`src/rtl/qfd_pkg.sv`:
```
package qfd_pkg;

    localparam int WORD_W    = 48;
    localparam int HALF_W    = WORD_W / 2;
    localparam int NUM_COEF  = 6;
    localparam int ADDR_W    = $clog2(NUM_COEF + 1);
    localparam int NUM_BANKS = 2;

    // coefficient word addresses
    localparam int IDX_XX = 0;
    localparam int IDX_YY = 1;
    localparam int IDX_XY = 2;
    localparam int IDX_X  = 3;
    localparam int IDX_Y  = 4;
    localparam int IDX_K  = 5;

    // accumulator slots
    localparam int ACC_V   = 0;  // pixel value
    localparam int ACC_S   = 1;  // pixel first difference
    localparam int ACC_Q   = 2;  // next line start value
    localparam int ACC_R   = 3;  // next line increment
    localparam int ACC_N   = 4;  // next line pixel first difference
    localparam int NUM_ACC = 5;

    typedef logic [WORD_W-1:0] word_t;
    typedef logic [HALF_W-1:0] half_t;
    typedef logic [NUM_COEF-1:0][WORD_W-1:0] bank_t;

    typedef enum logic [1:0] {
        ACC_HOLD = 2'd0,
        ACC_LOAD = 2'd1,
        ACC_ADD  = 2'd2
    } acc_op_e;

    typedef struct packed {
        word_t q_init;  // Q(0)
        word_t r_init;  // Q(1)-Q(0)
        word_t n_init;  // F(1,0)-F(0,0)
        word_t d_a;     // second x difference
        word_t d_b;     // second y difference
        word_t d_c;     // step of pixel difference per line
    } seed_t;

    function automatic seed_t derive_seed(bank_t bk);
        seed_t s;
        s.q_init = bk[IDX_K];
        s.r_init = bk[IDX_YY] + bk[IDX_Y];
        s.n_init = bk[IDX_XX] + bk[IDX_X];
        s.d_a    = bk[IDX_XX] << 1;
        s.d_b    = bk[IDX_YY] << 1;
        s.d_c    = bk[IDX_XY];
        return s;
    endfunction

    function automatic half_t lo_of(word_t w);
        return w[HALF_W-1:0];
    endfunction

    function automatic half_t hi_of(word_t w);
        return w[WORD_W-1:HALF_W];
    endfunction

endpackage

```
`src/rtl/qfd_coef_banks.sv`:
```
module qfd_coef_banks
    import qfd_pkg::*;
(
    input  logic              clk,
    input  logic              rst,
    input  logic              wr_en,
    input  logic [ADDR_W-1:0] wr_addr,
    input  word_t             wr_data,
    input  logic              swap,
    output logic              act_sel,
    output bank_t             act_bank,
    output bank_t             inc_bank
);

    bank_t mem_q [NUM_BANKS];
    logic  sel_q;
    logic  tgt;
    logic  addr_ok;

    // target is whichever bank is inactive after this edge
    assign tgt     = swap ? sel_q : ~sel_q;
    assign addr_ok = wr_addr < ADDR_W'(NUM_COEF);

    always_ff @(posedge clk) begin
        if (rst) begin
            sel_q <= 1'b0;
            for (int b = 0; b < NUM_BANKS; b++) begin
                mem_q[b] <= '0;
            end
        end else begin
            if (swap) begin
                sel_q <= ~sel_q;
            end
            if (wr_en && addr_ok) begin
                mem_q[tgt][wr_addr] <= wr_data;
            end
        end
    end

    assign act_sel  = sel_q;
    assign act_bank = mem_q[sel_q];
    assign inc_bank = mem_q[~sel_q];

endmodule

```
`src/rtl/qfd_split_acc.sv`:
```
module qfd_split_acc
    import qfd_pkg::*;
(
    input  logic    clk,
    input  logic    rst,
    input  acc_op_e op,
    input  half_t   ld_lo,
    input  half_t   inc_lo,
    input  half_t   ld_hi,
    input  half_t   inc_hi,
    output half_t   lo_q,
    output half_t   hi_q
);

    acc_op_e op_d;
    logic    cy_q;

    // low half acts on the current op
    always_ff @(posedge clk) begin
        if (rst) begin
            lo_q <= '0;
            cy_q <= 1'b0;
            op_d <= ACC_HOLD;
        end else begin
            op_d <= op;
            case (op)
                ACC_LOAD: begin
                    lo_q <= ld_lo;
                    cy_q <= 1'b0;
                end
                ACC_ADD: begin
                    {cy_q, lo_q} <= {1'b0, lo_q} + {1'b0, inc_lo};
                end
                default: cy_q <= 1'b0;
            endcase
        end
    end

    // high half replays the same op one cycle later with the carry
    always_ff @(posedge clk) begin
        if (rst) begin
            hi_q <= '0;
        end else begin
            case (op_d)
                ACC_LOAD: hi_q <= ld_hi;
                ACC_ADD:  hi_q <= hi_q + inc_hi + HALF_W'(cy_q);
                default:  hi_q <= hi_q;
            endcase
        end
    end

endmodule

```
`src/rtl/qfd_eval.sv`:
```
module qfd_eval
    import qfd_pkg::*;
(
    input  logic              clk,
    input  logic              rst,
    input  logic              cfg_wr_en,
    input  logic [ADDR_W-1:0] cfg_wr_addr,
    input  logic [WORD_W-1:0] cfg_wr_data,
    input  logic              patch_done,
    input  logic              line_start,
    input  logic              pixel_step,
    output logic              value_valid,
    output logic [WORD_W-1:0] value_out
);

    logic    act_sel;
    bank_t   act_bank;
    bank_t   inc_bank;
    seed_t   seed_act;
    seed_t   seed_inc;
    logic    go_swap, go_line, go_pix;

    acc_op_e op     [NUM_ACC];
    half_t   ld_lo  [NUM_ACC];
    half_t   inc_lo [NUM_ACC];
    half_t   ld_hi  [NUM_ACC];
    half_t   inc_hi [NUM_ACC];
    half_t   lo_q   [NUM_ACC];
    half_t   hi_q   [NUM_ACC];

    logic    pix_d;
    half_t   cap_lo;

    qfd_coef_banks u_banks (
        .clk      (clk),
        .rst      (rst),
        .wr_en    (cfg_wr_en),
        .wr_addr  (cfg_wr_addr),
        .wr_data  (cfg_wr_data),
        .swap     (patch_done),
        .act_sel  (act_sel),
        .act_bank (act_bank),
        .inc_bank (inc_bank)
    );

    assign seed_act = derive_seed(act_bank);
    assign seed_inc = derive_seed(inc_bank);

    // strobe priority: swap > line > pixel
    assign go_swap = patch_done;
    assign go_line = line_start & ~patch_done;
    assign go_pix  = pixel_step & ~line_start & ~patch_done;

    always_comb begin
        // operands for the low half (current cycle)
        ld_lo[ACC_V]  = lo_q[ACC_Q];
        ld_lo[ACC_S]  = lo_q[ACC_N];
        ld_lo[ACC_Q]  = lo_of(seed_inc.q_init);
        ld_lo[ACC_R]  = lo_of(seed_inc.r_init);
        ld_lo[ACC_N]  = lo_of(seed_inc.n_init);
        inc_lo[ACC_V] = lo_q[ACC_S];
        inc_lo[ACC_S] = lo_of(seed_act.d_a);
        inc_lo[ACC_Q] = lo_q[ACC_R];
        inc_lo[ACC_R] = lo_of(seed_act.d_b);
        inc_lo[ACC_N] = lo_of(seed_act.d_c);
        // operands for the high half (one cycle behind)
        ld_hi[ACC_V]  = hi_q[ACC_Q];
        ld_hi[ACC_S]  = hi_q[ACC_N];
        ld_hi[ACC_Q]  = hi_of(seed_act.q_init);
        ld_hi[ACC_R]  = hi_of(seed_act.r_init);
        ld_hi[ACC_N]  = hi_of(seed_act.n_init);
        inc_hi[ACC_V] = hi_q[ACC_S];
        inc_hi[ACC_S] = hi_of(seed_act.d_a);
        inc_hi[ACC_Q] = hi_q[ACC_R];
        inc_hi[ACC_R] = hi_of(seed_act.d_b);
        inc_hi[ACC_N] = hi_of(seed_act.d_c);

        for (int i = 0; i < NUM_ACC; i++) begin
            op[i] = ACC_HOLD;
        end
        if (go_swap) begin
            op[ACC_Q] = ACC_LOAD;
            op[ACC_R] = ACC_LOAD;
            op[ACC_N] = ACC_LOAD;
        end else if (go_line) begin
            op[ACC_V] = ACC_LOAD;
            op[ACC_S] = ACC_LOAD;
            op[ACC_Q] = ACC_ADD;
            op[ACC_R] = ACC_ADD;
            op[ACC_N] = ACC_ADD;
        end else if (go_pix) begin
            op[ACC_V] = ACC_ADD;
            op[ACC_S] = ACC_ADD;
        end
    end

    for (genvar g = 0; g < NUM_ACC; g++) begin : g_acc
        qfd_split_acc u_acc (
            .clk    (clk),
            .rst    (rst),
            .op     (op[g]),
            .ld_lo  (ld_lo[g]),
            .inc_lo (inc_lo[g]),
            .ld_hi  (ld_hi[g]),
            .inc_hi (inc_hi[g]),
            .lo_q   (lo_q[g]),
            .hi_q   (hi_q[g])
        );
    end

    // low half captured at the strobe, high half one cycle later
    always_ff @(posedge clk) begin
        if (rst) begin
            pix_d       <= 1'b0;
            cap_lo      <= '0;
            value_valid <= 1'b0;
            value_out   <= '0;
        end else begin
            pix_d <= go_pix;
            if (go_pix) begin
                cap_lo <= lo_q[ACC_V];
            end
            value_valid <= pix_d;
            if (pix_d) begin
                value_out <= {hi_q[ACC_V], cap_lo};
            end
        end
    end

endmodule

```
`config.mk`:
```
export PLATFORM = sky130hd
export DESIGN_NAME = qfd_eval
export DESIGN_NICKNAME = d
export VERILOG_FILES = /design/src/rtl/qfd_pkg.sv /design/src/rtl/qfd_coef_banks.sv /design/src/rtl/qfd_split_acc.sv /design/src/rtl/qfd_eval.sv
export SDC_FILE = /design/constraint.sdc
export NUM_CORES = 2
export LEC_CHECK = 0
export CAP_MARGIN = 10
export CORE_MARGIN = 1.5
export CORE_UTILIZATION = 35
export CTS_CLUSTER_DIAMETER = 30
export DETAILED_ROUTE_END_ITERATION = 8
export DONT_BUFFER_PORTS = 1
export GPL_TIMING_DRIVEN = 0
export PLACE_DENSITY = 0.52
export SKIP_CTS_REPAIR_TIMING = 1
export SYNTH_ARGS = -nofsm -noshare
export SYNTH_HDL_FRONTEND = slang
export SYNTH_SLANG_ARGS = --single-unit
```
`constraint.sdc`:
```
create_clock -name clk -period 5.4 [get_ports clk]
set_clock_uncertainty 0.1 [all_clocks]
set_input_delay 0.54 -clock clk [delete_from_list [all_inputs] [get_ports clk]]
set_output_delay 0.54 -clock clk [all_outputs]
set_load 0.01 [all_outputs]
```
==> metrics.md <==
| Metric | Value |
|---|---|
| Outcome | `finished clean` |
| Hold crit path type | `primary input to flip-flop` |
| Crit path capture type | `flip-flop` |
| Min Tclk post-route | `5.18 ns` |
| CP peak stage delay | `0.72 ns` |
| Drt drc | `0` |
| Die width | `399 µm` |
| Total GRT Usage | `0.238` |
| Power share of the clock group | `0.513` |
| WP data arrival | `5.83 ns` |
| Die Span Y | `399 µm` |
| Sw Share | `0.284` |
| Total power | `25.2 mW` |
| CTS Buffer Depth | `3` |
| Power Density | `382 nW/µm²` |
| Syn Nets | `5841` |
| CTS tree | `yes` |
| Core area | `156000 µm²` |
| # IOs | `106` |
| Finished Layout Cells | `7944` |
| Final nets | `6126` |
| Largest net degree at the start of global routing | `49` |
| First-pass GRT wire length | `276000 µm` |
| CTS Buf Count | `204` |
| Leak Pwr | `26.6 nW` |
| Crit Path Class | `flip-flop to flip-flop` |
| Sw Pwr | `7.17 mW` |
| Unrepaired setup endpoints after global routing | `false` |
| Final ANT Viol Nets | `0` |
| Latest clock arrival within the worst-skew pair | `0.84 ns` |
| Remaining global-route overflow | `0` |
| Post-synth top flop | `edfxtp_1` |
| Final setup vio count | `0` |
| Startpoint Class | `flip-flop` |
| Ratio of cells with drive above 1 in the final layout | `0.138` |
| Vias | `43500` |
| Yosys cell types | `99` |
| Initial antenna violation count | `19` |
| Drt first pass iters | `7` |
| Netlist Area Pre-Place | `54800 µm²` |
| Final Hold Violating Endpoints | `0` |
| Post-synthesis sequential area ratio | `0.434` |
| H-tree levels | `4` |
| Avg Cell Area, Syn | `10.1 µm²` |
| Peak supply drop | `0.323 mV` |
| Final worst-path cycle share | `0.960` |
| Flops & latches, synth | `900` |
| Synth Instances | `5398` |
| Starting density of the core | `0.352` |
| P_int | `18.0 mW` |
| Register share of total power | `0.320` |
| Largest delay share family, worst path | `compound AO/OA/AOI/OAI gates` |
| Logic pwr share | `0.167` |
| Crit-path cells | `buf_8, buf_6, buf_6, clkbuf_2, buf_16, mux2_2, ha_1, a21boi_0, a2111oi_0, o41ai_1, a2111oi_0, nor3_1, o21ai_0, xnor2_1, o21ai_0, a21oi_1` |
| CP required | `6.05 ns` |
| Worst slew pin tran | `1.38 ns` |
| Slowest CP cell | `o41ai_1` |
| Commonest non-fill, non-tap cell in the layout | `and2_1` |
| Final Wtd Congestion | `0.944` |
| Buf/Inv on CP | `5` |
| Via-to-Cell Ratio | `5.48` |
| Clk root buf | `clkbuf_16` |
| Final Routed Wirelength | `195000 µm` |
| Slew margin rel. | `0.0791` |
| CP max FO | `10` |
| CTS clk-pin slew, worst paths | `0.05 ns` |
| Pins Over Slew Limit | `0` |
| Area Growth Syn to Fin | `20.6%` |
| Fmax | `0.193 GHz` |
| Synthesis Warnings | `0` |
| DR WL/cell | `24.6 µm` |
| CTS sink cnt | `900` |
| Fin util | `0.424` |
| Port Buffers | `0` |
| Row cnt | `145` |
| Vias in the first global route | `41500` |
| Post-synth EDFFs | `576` |
| Placed cells | `7485` |
| Area of the die | `159000 µm²` |
| Maxcap violations | `0` |
| DP Wirelength | `146000 µm` |
| Commonest non-fill, non-tap cells in the layout | `593 x and2_1, 576 x edfxtp_1, 431 x a21oi_1, 406 x nor2_1, 369 x ha_1` |
| Async SR Flop Fraction | `0` |
| DRT iter0 DRCs | `4110` |
-- per-layer routing --
metal / share of wire / up-vias / global-route usage / wire, µm
met1: 0.45 / 21200 / 0.326 / 87600
met2: 0.44 / 1616 / 0.372 / 85600
met5: 0.00014 / - / 0 / 27
li1: - / 20400 / - / -
met3: 0.079 / 332 / 0.0461 / 15500
met4: 0.034 / 4 / 0.0860 / 6690
-- sequential cells by signal, summed over array words and instances, names as in the netlist, named ones only --
name              count
cap_lo               24
g_acc.u_acc.cy_q      5
g_acc.u_acc.hi_q    120
g_acc.u_acc.lo_q    120
g_acc.u_acc.op_d      3
pix_d                 1
u_banks.act_sel       1
u_banks.mem_q       576
value_out            48
value_valid           1
-- synth_stat cells, types with 7 or more instances --
cell type	n	area share
and2_1	593	0.068
edfxtp_1	576	0.32
a21oi_1	432	0.039
nor2_1	407	0.028
ha_1	369	0.084
mux2_2	329	0.068
dfxtp_1	324	0.12
nand2_1	292	0.020
clkbuf_1	259	0.018
o21ai_0	200	0.018
xnor2_1	159	0.025
mux2i_1	135	0.025
inv_1	134	0.0092
a21o_1	132	0.018
a211oi_1	116	0.016
xor2_1	97	0.016
nor3_1	72	0.0066
nand3_1	61	0.0056
nor2b_1	61	0.0070
a221oi_1	53	0.0085
o21a_1	52	0.0071
o21bai_1	45	0.0062
a31oi_1	39	0.0045
nand2b_1	36	0.0041
buf_1	34	0.0023
o211ai_1	34	0.0047
nand4_1	30	0.0034
and3_1	27	0.0031
or3_1	21	0.0024
o31ai_1	20	0.0027
fa_1	17	0.0062
o211a_1	16	0.0029
a211o_1	12	0.0019
o221ai_1	12	0.0019
or2_2	12	0.0014
a41oi_1	11	0.0018
nand3b_1	11	0.0015
o2111ai_1	10	0.0016
o22ai_1	10	0.0011
a21boi_0	8	0.0011
and4_1	8	0.0013
a2111oi_0	7	0.0011
a31o_2	7	0.0011
-- power groups by stage --
| stage | Combinational, mW | Clock [mW] | Sequential [mW] |
|---|---|---|---|
| 2_1_floorplan | 2.94 | 0 | 7.99 |
| 3_3_place_gp | 3.96 | 0 | 8.21 |
| 3_5_place_dp | 4.06 | 0 | 8.17 |
| 4_1_cts | 4.09 | 13.0 | 8.05 |
| 5_1_grt | 4.58 | 13.4 | 8.09 |
| 6_report | 4.21 | 12.9 | 8.07 |
-- cell families after synthesis --
family,after synthesis,synth area share
multiplexers,464,0.0923
flip-flops,900,0.434
AO/OA/AOI/OAI,1298,0.156
XOR/XNOR,256,0.0409
adder cells (fa/ha/maj),386,0.0905
AND/OR/NAND/NOR,1657,0.156
buffers and inverters,437,0.0307
-- path summary, 6_finish.rpt --
check | start | endpoint | slack [ns] | cells after the start
max | flip-flop | g_acc[4].u_acc.hi_q[1] | 0.22 | 16
min | pixel_step | cap_lo[23] | 0.01 | 3
max reg2reg | flip-flop | g_acc[4].u_acc.hi_q[1] | 0.22 | 16
min reg2reg | cap_lo[9] | cap_lo[9] | 0.35 | 2
-- stage by stage --
stage	TNS (ns)	setup slack (ns)	cell area (µm²)	hold slack [ns]
3_5_place_dp	-141.28	-1.99	58100	0.349
5_1_grt	0	0.0186	66000	0.0555
2_1_floorplan	0	0.0874	54800	0.333
4_1_cts	-146.23	-2.03	65400	-0.318
6_report	0	0.217	66100	0.0139
3_3_place_gp	-1803.17	-4.07	57400	0.345
-- final cells by class --
type | instances | area [µm²]
flip-flops and latches | 900 | 23800
clock buffers | 251 | 5600
diodes | 25 | 62.6
repair buffers | 80 | 1090
clock inverters | 133 | 1690
plain buffers | 299 | 1270
fillers | 14900 | 89800
well taps | 2058 | 2570
multi-input cells | 4061 | 29500
inverters | 137 | 514
-- worst min-delay path, delay by kind of cell --
family | cells | cell delay, ns
simple gates | 2 | 0.31
compound gates | 1 | 0.05
No activity file was read; power rests on OpenSTA's default activity.
